<file path="src/rtl/adc_scan_pkg.sv">
// Shared definitions for the ADC scan controller: bus locations whose
// offsets software decodes, sequencer states and the analog config word.
package adc_scan_pkg;

    localparam int CHAN_W = 5;

    typedef logic [3:0] loc_t;

    localparam loc_t LOC_CONV   = 4'h0;  // start / sample low byte
    localparam loc_t LOC_SMPH   = 4'h1;  // sample high byte
    localparam loc_t LOC_FIRST  = 4'h2;  // first scan channel
    localparam loc_t LOC_LAST   = 4'h3;  // last scan channel
    localparam loc_t LOC_BUFCTL = 4'h7;  // buffer control / status
    localparam loc_t LOC_CTRL   = 4'h8;  // control write / status read
    localparam loc_t LOC_INTC   = 4'h9;  // interrupt and clock select
    localparam loc_t LOC_ACFG   = 4'hB;  // analog configuration

    typedef enum logic [1:0] {
        SQ_IDLE,
        SQ_CONV,
        SQ_GAP
    } seq_state_t;

    typedef struct packed {
        logic [1:0] gap_code;
        logic       range_hi;
        logic       unipolar;
        logic [1:0] gain;
    } acfg_t;

endpackage

</file>
<file path="src/rtl/adc_scan_regs.sv">
// Register bank of the ADC scan controller.
// Holds the channel bounds, the analog config, the buffer and interrupt
// controls, and the pending interrupt flag. Decodes the start, buffer-clear
// and soft-reset strobes. Assumes one-cycle write strobes.
module adc_scan_regs
    import adc_scan_pkg::*;
(
    input  logic              clk,
    input  logic              rst_n,
    input  logic              wr,
    input  loc_t              addr,
    input  logic [7:0]        wdata,
    input  logic              seq_done,
    output logic [CHAN_W-1:0] first_ch,
    output logic [CHAN_W-1:0] last_ch,
    output acfg_t             acfg,
    output logic              buf_en,
    output logic              scan_en,
    output logic              adint_en,
    output logic              clk_hw,
    output logic              clk_timer,
    output logic              irq_pend,
    output logic              start,
    output logic              buf_clr,
    output logic              soft_clr
);

    logic ctrl_wr;
    logic pend_clr_wr;
    logic unused_wbit6;

    assign unused_wbit6 = wdata[6];

    // Decode the one-cycle strobes from bus writes.
    always_comb begin
        ctrl_wr     = wr && (addr == LOC_CTRL);
        soft_clr    = ctrl_wr && wdata[5];
        pend_clr_wr = ctrl_wr && wdata[3];
        start       = wr && (addr == LOC_CONV) && !soft_clr;
        buf_clr     = wr && (addr == LOC_BUFCTL) && wdata[1];
    end

    // Configuration storage, cleared by reset or soft reset.
    always_ff @(posedge clk) begin
        if (!rst_n || soft_clr) begin
            first_ch  <= '0;
            last_ch   <= '0;
            acfg      <= '0;
            buf_en    <= 1'b0;
            scan_en   <= 1'b0;
            adint_en  <= 1'b0;
            clk_hw    <= 1'b0;
            clk_timer <= 1'b0;
        end else if (wr) begin
            case (addr)
                LOC_FIRST:  first_ch <= wdata[CHAN_W-1:0];
                LOC_LAST:   last_ch  <= wdata[CHAN_W-1:0];
                LOC_ACFG:   acfg     <= acfg_t'(wdata[5:0]);
                LOC_BUFCTL: begin
                    buf_en  <= wdata[3];
                    scan_en <= wdata[2];
                end
                LOC_INTC: begin
                    adint_en  <= wdata[7];
                    clk_hw    <= wdata[1];
                    clk_timer <= wdata[0];
                end
                default: ;
            endcase
        end
    end

    // Pending interrupt: a new completion wins over a same-cycle clear.
    always_ff @(posedge clk) begin
        if (!rst_n || soft_clr)
            irq_pend <= 1'b0;
        else if (seq_done && adint_en)
            irq_pend <= 1'b1;
        else if (pend_clr_wr)
            irq_pend <= 1'b0;
    end

    a_r9_clear_drops_pend: assert property (@(posedge clk) disable iff (!rst_n)
        (pend_clr_wr && !seq_done) |=> !irq_pend);

    a_r9_done_sets_pend: assert property (@(posedge clk) disable iff (!rst_n)
        (seq_done && adint_en && !soft_clr) |=> irq_pend);

    a_r10_soft_clear: assert property (@(posedge clk) disable iff (!rst_n)
        soft_clr |=> (!irq_pend && !buf_en && !scan_en && first_ch == '0));

endmodule

</file>
<file path="src/rtl/adc_scan_seq.sv">
// Conversion sequencer with a stubbed converter.
// Each conversion takes CONV_CYCLES cycles. In scan mode the channel steps
// up (modulo 32) after a pause of (4 - code) * INT_UNIT cycles, and the
// sequence stops after the captured last channel. The stub result is
// {STUB_HI, 3'b000, channel}.
module adc_scan_seq
    import adc_scan_pkg::*;
#(
    parameter int         CONV_CYCLES = 40,
    parameter int         INT_UNIT    = 50,
    parameter logic [7:0] STUB_HI     = 8'hC5
) (
    input  logic              clk,
    input  logic              rst_n,
    input  logic              clr,
    input  logic              start,
    input  logic              scan_en,
    input  logic [CHAN_W-1:0] first_ch,
    input  logic [CHAN_W-1:0] last_ch,
    input  logic [1:0]        gap_code,
    output logic              busy,
    output logic [CHAN_W-1:0] cur_ch,
    output logic              smp_we,
    output logic [15:0]       smp_data,
    output logic [15:0]       last_smp,
    output logic              done
);

    localparam int MAX_LEN = (CONV_CYCLES > 4 * INT_UNIT) ? CONV_CYCLES : 4 * INT_UNIT;
    localparam int CNT_W   = $clog2(MAX_LEN + 1);
    localparam logic [CNT_W-1:0] CONV_RLD = CNT_W'(CONV_CYCLES - 1);

    seq_state_t        state;
    logic [CNT_W-1:0]  cnt;
    logic [CNT_W-1:0]  gap_rld;
    logic              scan_q;
    logic [CHAN_W-1:0] stop_ch;
    logic              conv_end;
    logic              is_last;

    // Reload value for the pause between channels, from the 2-bit code.
    always_comb begin
        case (gap_code)
            2'd0:    gap_rld = CNT_W'(4 * INT_UNIT - 1);
            2'd1:    gap_rld = CNT_W'(3 * INT_UNIT - 1);
            2'd2:    gap_rld = CNT_W'(2 * INT_UNIT - 1);
            default: gap_rld = CNT_W'(INT_UNIT - 1);
        endcase
    end

    // Conversion completion, last-channel test and stub result.
    always_comb begin
        conv_end = (state == SQ_CONV) && (cnt == '0);
        is_last  = !scan_q || (cur_ch == stop_ch);
        smp_we   = conv_end;
        done     = conv_end && is_last;
        busy     = (state != SQ_IDLE);
        smp_data = {STUB_HI, 3'b000, cur_ch};
    end

    // Sequencer state, cycle counter and channel stepping.
    always_ff @(posedge clk) begin
        if (!rst_n || clr) begin
            state    <= SQ_IDLE;
            cnt      <= '0;
            cur_ch   <= '0;
            scan_q   <= 1'b0;
            stop_ch  <= '0;
            last_smp <= '0;
        end else begin
            case (state)
                SQ_IDLE: if (start) begin
                    state   <= SQ_CONV;
                    cnt     <= CONV_RLD;
                    cur_ch  <= first_ch;
                    scan_q  <= scan_en;
                    stop_ch <= last_ch;
                end
                SQ_CONV: if (cnt == '0) begin
                    last_smp <= smp_data;
                    if (is_last) begin
                        state <= SQ_IDLE;
                    end else begin
                        state  <= SQ_GAP;
                        cnt    <= gap_rld;
                        cur_ch <= cur_ch + 1'b1;
                    end
                end else begin
                    cnt <= cnt - 1'b1;
                end
                SQ_GAP: if (cnt == '0) begin
                    state <= SQ_CONV;
                    cnt   <= CONV_RLD;
                end else begin
                    cnt <= cnt - 1'b1;
                end
                default: state <= SQ_IDLE;
            endcase
        end
    end

    a_r5_start_sets_busy: assert property (@(posedge clk) disable iff (!rst_n || clr)
        (state == SQ_IDLE && start) |=> (busy && cur_ch == $past(first_ch)));

    a_r6_busy_start_ignored: assert property (@(posedge clk) disable iff (!rst_n || clr)
        (state == SQ_CONV && cnt != '0 && start) |=> (state == SQ_CONV && $stable(cur_ch)));

    a_r7_channel_step: assert property (@(posedge clk) disable iff (!rst_n || clr)
        (conv_end && !is_last) |=> (cur_ch == $past(cur_ch) + 5'd1));

    a_r9_done_with_sample: assert property (@(posedge clk) disable iff (!rst_n || clr)
        done |=> (!busy && last_smp[CHAN_W-1:0] == $past(cur_ch)));

endmodule

</file>
<file path="src/rtl/adc_scan_fifo.sv">
// Sample FIFO of FIFO_DEPTH 16-bit entries (a power of two, at least 2).
// A push into a full FIFO is dropped and sets a sticky overflow flag.
// clr empties the FIFO and clears overflow.
module adc_scan_fifo #(
    parameter int DEPTH = 16
) (
    input  logic        clk,
    input  logic        rst_n,
    input  logic        clr,
    input  logic        push,
    input  logic [15:0] din,
    input  logic        pop,
    output logic [15:0] dout,
    output logic        empty,
    output logic        half,
    output logic        full,
    output logic        ovf
);

    localparam int AW = $clog2(DEPTH);
    localparam logic [AW:0] FULL_CNT = (AW + 1)'(DEPTH);
    localparam logic [AW:0] HALF_CNT = (AW + 1)'(DEPTH / 2);

    logic [AW-1:0] wptr;
    logic [AW-1:0] rptr;
    logic [AW:0]   count;
    logic          do_push;
    logic          do_pop;
    logic [15:0]   ent [DEPTH];

    // Accepted push / pop and the level flags.
    always_comb begin
        empty   = (count == '0);
        full    = (count == FULL_CNT);
        half    = (count >= HALF_CNT);
        do_push = push && !full;
        do_pop  = pop && !empty;
        dout    = ent[rptr];
    end

    // One storage register per entry, written when the write pointer selects it.
    for (genvar g = 0; g < DEPTH; g++) begin : g_ent
        logic [15:0] q;
        always_ff @(posedge clk) begin
            if (!rst_n)
                q <= '0;
            else if (do_push && wptr == AW'(g))
                q <= din;
        end
        assign ent[g] = q;
    end

    // Pointers, occupancy and sticky overflow.
    always_ff @(posedge clk) begin
        if (!rst_n || clr) begin
            wptr  <= '0;
            rptr  <= '0;
            count <= '0;
            ovf   <= 1'b0;
        end else begin
            if (do_push) wptr <= wptr + 1'b1;
            if (do_pop)  rptr <= rptr + 1'b1;
            case ({do_push, do_pop})
                2'b10:   count <= count + 1'b1;
                2'b01:   count <= count - 1'b1;
                default: ;
            endcase
            if (push && full) ovf <= 1'b1;
        end
    end

    a_r8_overflow_on_full: assert property (@(posedge clk) disable iff (!rst_n || clr)
        (push && full && !pop) |=> (ovf && full));

    a_r8_overflow_sticky: assert property (@(posedge clk) disable iff (!rst_n || clr)
        ovf |=> ovf);

    a_r8_count_bound: assert property (@(posedge clk) disable iff (!rst_n)
        count <= FULL_CNT);

endmodule

</file>
<file path="src/rtl/adc_scan_ctl.sv">
// Top of the ADC scan controller.
// Connects the register bank, the sequencer and the sample FIFO, and drives
// the combinational read mux. Reads have no side effect except a strobed
// read of location 1, which pops the FIFO while the buffer is enabled.
module adc_scan_ctl
    import adc_scan_pkg::*;
#(
    parameter int         CONV_CYCLES = 40,
    parameter int         INT_UNIT    = 50,
    parameter int         FIFO_DEPTH  = 16,
    parameter logic [7:0] STUB_HI     = 8'hC5
) (
    input  logic       clk,
    input  logic       rst_n,
    input  logic [3:0] bus_addr,
    input  logic       bus_wr,
    input  logic       bus_rd,
    input  logic [7:0] bus_wdata,
    output logic [7:0] bus_rdata,
    output logic       irq
);

    logic [CHAN_W-1:0] first_ch;
    logic [CHAN_W-1:0] last_ch;
    logic [CHAN_W-1:0] cur_ch;
    acfg_t             acfg;
    logic              buf_en;
    logic              scan_en;
    logic              adint_en;
    logic              clk_hw;
    logic              clk_timer;
    logic              irq_pend;
    logic              start;
    logic              buf_clr;
    logic              soft_clr;
    logic              busy;
    logic              smp_we;
    logic              seq_done;
    logic [15:0]       smp_data;
    logic [15:0]       last_smp;
    logic [15:0]       fifo_dout;
    logic [15:0]       smp_view;
    logic              f_empty;
    logic              f_half;
    logic              f_full;
    logic              f_ovf;
    logic              pop;

    adc_scan_regs u_regs (
        .clk       (clk),
        .rst_n     (rst_n),
        .wr        (bus_wr),
        .addr      (bus_addr),
        .wdata     (bus_wdata),
        .seq_done  (seq_done),
        .first_ch  (first_ch),
        .last_ch   (last_ch),
        .acfg      (acfg),
        .buf_en    (buf_en),
        .scan_en   (scan_en),
        .adint_en  (adint_en),
        .clk_hw    (clk_hw),
        .clk_timer (clk_timer),
        .irq_pend  (irq_pend),
        .start     (start),
        .buf_clr   (buf_clr),
        .soft_clr  (soft_clr)
    );

    adc_scan_seq #(
        .CONV_CYCLES (CONV_CYCLES),
        .INT_UNIT    (INT_UNIT),
        .STUB_HI     (STUB_HI)
    ) u_seq (
        .clk      (clk),
        .rst_n    (rst_n),
        .clr      (soft_clr),
        .start    (start),
        .scan_en  (scan_en),
        .first_ch (first_ch),
        .last_ch  (last_ch),
        .gap_code (acfg.gap_code),
        .busy     (busy),
        .cur_ch   (cur_ch),
        .smp_we   (smp_we),
        .smp_data (smp_data),
        .last_smp (last_smp),
        .done     (seq_done)
    );

    adc_scan_fifo #(
        .DEPTH (FIFO_DEPTH)
    ) u_fifo (
        .clk   (clk),
        .rst_n (rst_n),
        .clr   (buf_clr || soft_clr),
        .push  (smp_we && buf_en),
        .din   (smp_data),
        .pop   (pop),
        .dout  (fifo_dout),
        .empty (f_empty),
        .half  (f_half),
        .full  (f_full),
        .ovf   (f_ovf)
    );

    // Pop on a strobed high-byte read while the buffer is enabled.
    always_comb begin
        pop      = bus_rd && (bus_addr == LOC_SMPH) && buf_en && !f_empty;
        smp_view = buf_en ? fifo_dout : last_smp;
        irq      = irq_pend;
    end

    // Read mux over the bus locations.
    always_comb begin
        case (bus_addr)
            LOC_CONV:   bus_rdata = smp_view[7:0];
            LOC_SMPH:   bus_rdata = smp_view[15:8];
            LOC_FIRST:  bus_rdata = {3'b000, first_ch};
            LOC_LAST:   bus_rdata = {3'b000, last_ch};
            LOC_BUFCTL: bus_rdata = {f_empty, f_half, f_full, f_ovf, buf_en, scan_en, 2'b00};
            LOC_CTRL:   bus_rdata = {busy, 2'b11, cur_ch};
            LOC_INTC:   bus_rdata = {adint_en, irq_pend, 4'b0000, clk_hw, clk_timer};
            LOC_ACFG:   bus_rdata = {busy, 1'b0, acfg};
            default:    bus_rdata = 8'h00;
        endcase
    end

    a_r8_pop_needs_data: assert property (@(posedge clk) disable iff (!rst_n)
        (pop && !smp_we && !buf_clr && !soft_clr && $countones({f_empty, f_full}) == 0)
        |=> !f_full);

endmodule

</file>
<file path="config.mk">
export PLATFORM = sky130hd
export DESIGN_NAME = adc_scan_ctl
export DESIGN_NICKNAME = d
export VERILOG_FILES = /design/src/rtl/adc_scan_pkg.sv /design/src/rtl/adc_scan_regs.sv /design/src/rtl/adc_scan_seq.sv /design/src/rtl/adc_scan_fifo.sv /design/src/rtl/adc_scan_ctl.sv
export SDC_FILE = /design/constraint.sdc
export NUM_CORES = 1
export LEC_CHECK = 0
export BUFFER_PORTS_ARGS = -buffer_cell sky130_fd_sc_hd__buf_2
export CAP_MARGIN = 40
export CELL_PAD_IN_SITES_DETAIL_PLACEMENT = 0
export CELL_PAD_IN_SITES_GLOBAL_PLACEMENT = 1
export CORE_MARGIN = 10
export CORE_UTILIZATION = 45
export DETAILED_ROUTE_END_ITERATION = 7
export PLACE_DENSITY_LB_ADDON = 0.15
export SYNTH_ARGS = -nofsm -noshare
export SYNTH_HDL_FRONTEND = slang
export SYNTH_SLANG_ARGS = --single-unit
</file>
<file path="constraint.sdc">
create_clock -name clk -period 5.6 [get_ports clk]
set_clock_uncertainty 0.2 [all_clocks]
set_input_delay 0.28 -clock clk [delete_from_list [all_inputs] [get_ports clk]]
set_output_delay 0.28 -clock clk [all_outputs]
set_load 0.01 [all_outputs]
</file>
==> results.json <==
{
  "run_status": "finished, final reports clean",
  "postLayoutCoreUtil_pct": 51.7,
  "antenna_found_initial": 0,
  "critPathTopFamily": "adder cells",
  "crit_chain": "inv_1, ha_1, clkinv_1, nor3_4, nand2_1, ha_1, fa_1, a21o_1, a21oi_1, xor2_1, or3_1, a21oi_1",
  "synth-edff-count": 0,
  "rsz0062_at_grt": "false",
  "area_delta_synth_final_pct": 12.8,
  "min_period_over_period_pct": 66.5,
  "holdWs_ns": 0.0819,
  "dieArea_um2": 23300,
  "clockBufferDepth": 2,
  "timing.setup.tns_ns": 0,
  "cp.arrival_ns": 3.87,
  "rr_endpoint": "u_fifo.count[4]",
  "worst_slew_pin_slew_ns": 0.935,
  "cts.repair.resized": 0,
  "placedCellCount": 1018,
  "cp_num_buf_inv": 2,
  "path_class": "reg2reg",
  "slew_headroom_pct": 37.2,
  "root_buffer": "clkbuf_16",
  "min_to": "u_regs.irq_pend",
  "synth_mux_area_share_pct": 24.0,
  "ys_ff_latch": 159,
  "ant_nets": 0,
  "clk_latency_ns": 0.43,
  "vias": 6099,
  "timing.fmax_mhz": 269,
  "endpoint_kind": "flip-flop",
  "drt_iter0_drc": 502,
  "maxCapViolations": 0,
  "synth_fp_nets": 845,
  "netlist_top_cells_area": "dfxtp_1 40%, mux2i_1 16%, mux4_2 7.7%",
  "dp_hpwl_um": 14100,
  "yosys_warnings": 0,
  "dr.pass1.iters": 5,
  "peakVddDrop_mv": 0.230,
  "yosys.area.top_type_share_pct": 40.1,
  "reg2reg_slack_ns": 1.88,
  "core-area_um2": 17300,
  "slowest_stage": "fa_1",
  "yosys_most_used_dff": "dfxtp_1",
  "path_clk_slew_ns": 0.06,
  "syn_avg_cell_area_um2": 9.75,
  "min-delay-start": "bus_wr",
  "grt_max_degree": 97,
  "multi_input_area_um2": 4370,
  "cp_slowest_stage_delay_ns": 0.48,
  "drv_slew": 0,
  "finalSetupViolCount": 0,
  "crit_fanout": 12,
  "cts_tree": "built",
  "reg2reg_depth": 12,
  "start_kind": "flip-flop",
  "hold_viol": 0,
  "instances_no_fill": 1056,
  "synth_cell_type_count": 68,
  "r2r_start": "u_seq.state[1]",
  "start_util_pct": 45.8,
  "final-seq-area_um2": 3180,
  "rows": 48,
  "synthAdderAreaFrac_pct": 2.62,
  "synthArstFlopShare_pct": 0,
  "p_leak_nw": 3.91,
  "final_nets": 851,
  "clock-sinks": 159,
  "totalWireLength_um": 20100,
  "die_w_um": 153,
  "syn-cell-area_um2": 7930,
  "place_area_um2": 8230,
  "power_density_nw_per_um2": 299,
  "drc": 0,
  "wl_per_cell_um": 19.1,
  "htree_levels": 4,
  "die_y_um": 153,
  "min_period_ns": 3.72,
  "gp_congestion": 0.869,
  "synth_top_area_cell": "dfxtp_1",
  "yosys.area_share.xor_xnor_pct": 1.77,
  "synth_cells": 813,
  "grt_overflow": 0,
  "grt_pass1_wl_um": 33000,
  "final_area_um2": 8940,
  "layout-drive-gt1-share_pct": 14.7,
  "io_buffers": 23,
  "hp-class": "in2reg",
  "synth_simple_gate_area_share_pct": 16.6,
  "crit_required_ns": 5.75,
  "num_io_pins": 25,
  "numCtsBuffers": 17,
  "synth_seq_area_share_pct": 40.1,
  "grt_pass1_vias": 6128,
  "synth_compound_area_share_pct": 9.94,
  "grtUsageTotal_pct": 17.5,
  "synth_top_family_by_area": "multiplexers",
  "holdPathStages": 4,
  "drt-vias-per-instance": 5.78,
  "antenna_cells": 0,
  "nFillCells": 1582
}
cell families after synthesis:
family	after synthesis
and+or+nand+nor	253
DFF	159
muxes	156
AOI/OAI and AO/OA	119
buffers and inverters	94
xor gates and xnor gates	16
adders and majority gates	16
worst max-delay path by stage:
| stage | start | endpoint | slack [ns] | depth (start not counted) |
|---|---|---|---|---|
| final | u_seq.state[1] | u_fifo.count[4] | 1.88 | 12 |
| after global routing | u_seq.state[1] | u_fifo.count[4] | 1.57 | 12 |
| after CTS | u_seq.state[1] | u_fifo.count[4] | 1.87 | 12 |
| after detailed placement | u_seq.state[1] | u_fifo.count[4] | 1.87 | 12 |
| after global placement | u_seq.state[1] | u_fifo.count[4] | 1.95 | 12 |
| after floorplan | u_seq.cnt[0] | u_fifo.count[4] | 2.16 | 15 |
layout make-up:
cell class / count / share of cell area (%)
clock inverters: 9 / 1.75
multi-input cells: 560 / 48.9
repair buffers: 43 / 3.64
flip-flops and latches: 159 / 35.6
well taps: 225 / 3.15
clock buffers: 22 / 5.41
inverters: 38 / 1.59
layout by cell type, fill, tap and decap left out, types with 4 or more instances in the layout:
master / instances
a21oi_1: 49
a221oi_1: 4
buf_2: 23
buf_4: 9
bufinv_16: 4
clkbuf_16: 17
clkbuf_8: 4
dfxtp_1: 159
dlygate4sd3_1: 7
ha_1: 15
inv_1: 36
mux2i_1: 127
mux4_2: 27
nand2_1: 34
nand2b_1: 5
nand3_1: 11
nand4_1: 5
nand4_2: 8
nand4_4: 8
nor2_1: 145
nor2b_1: 6
nor3_1: 11
o21ai_0: 16
o22ai_1: 6
o311ai_0: 4
o32ai_1: 4
xnor2_1: 4
xor2_1: 12
through the flow:
step	setup slack (ns)	total power, mW
finish	1.88	2.67
global route	1.57	2.77
CTS	1.87	2.70
detailed placement	1.87	1.44
global placement	1.95	1.42
floorplan	2.16	1.37
report_power, final:
| group | leakage, nW | total, mW | internal [mW] | switching [mW] |
|---|---|---|---|---|
| clock | 0.304 | 1.25 | 0.791 | 0.461 |
| sequential | 1.28 | 1.16 | 1.14 | 0.0191 |
| combinational | 2.32 | 0.259 | 0.0827 | 0.176 |
worst min-delay path, cell delays in order:
cell and delay [ns]:
buf_2 0.14, nand4_1 0.11, a2bb2oi_1 0.07, nor2_1 0.07
metal layers:
layer | vias to the layer above | track usage [%] | part of all wire (%) | wire (um)
met5 | - | 0 | 0 | 0
met4 | 0 | 5.81 | 1.5 | 302
met3 | 28 | 4.18 | 4.9 | 995
met2 | 149 | 27.3 | 47 | 9380
met1 | 3011 | 23.2 | 47 | 9470
li1 | 2911 | - | - | -
repair_timing:
item,CTS,global route
hold buffers,7,0
hold endpoints to repair,18,0
setup buffers,0,0
flip-flops by register name, indices dropped and copies added, names as in the netlist:
name / count
u_seq.state: 2
u_fifo.g_ent.q: 96
u_regs.acfg: 6
u_fifo.rptr: 4
u_seq.scan_q: 1
u_seq.stop_ch: 5
u_regs.scan_en: 1
u_seq.cnt: 8
u_seq.last_smp: 6
u_regs.adint_en: 1
u_regs.first_ch: 5
u_regs.clk_timer: 1
u_fifo.count: 5
u_regs.irq_pend: 1
u_regs.last_ch: 5
u_seq.cur_ch: 5
u_regs.buf_en: 1
u_fifo.wptr: 4
u_fifo.ovf: 1
u_regs.clk_hw: 1
synth_stat cells, types with 3 or more instances:
master	instances
or3_1	3
a21o_1	3
dfxtp_1	159
nor2_1	145
and3_1	3
nand4_4	8
nand4_2	8
mux2i_1	127
nand3_1	11
a22oi_1	3
nand4_1	5
nor2b_1	6
o21ai_0	16
a21oi_1	49
a221oi_1	4
o32ai_1	4
o22ai_1	6
a211oi_1	3
nor3_1	11
o311ai_0	4
xor2_1	12
inv_1	36
ha_1	15
xnor2_1	4
o32a_1	3
buf_1	6
mux4_2	27
clkbuf_1	38
nand2b_1	5
buf_2	9
nand2_1	34
(Power assumes the default switching activity.)
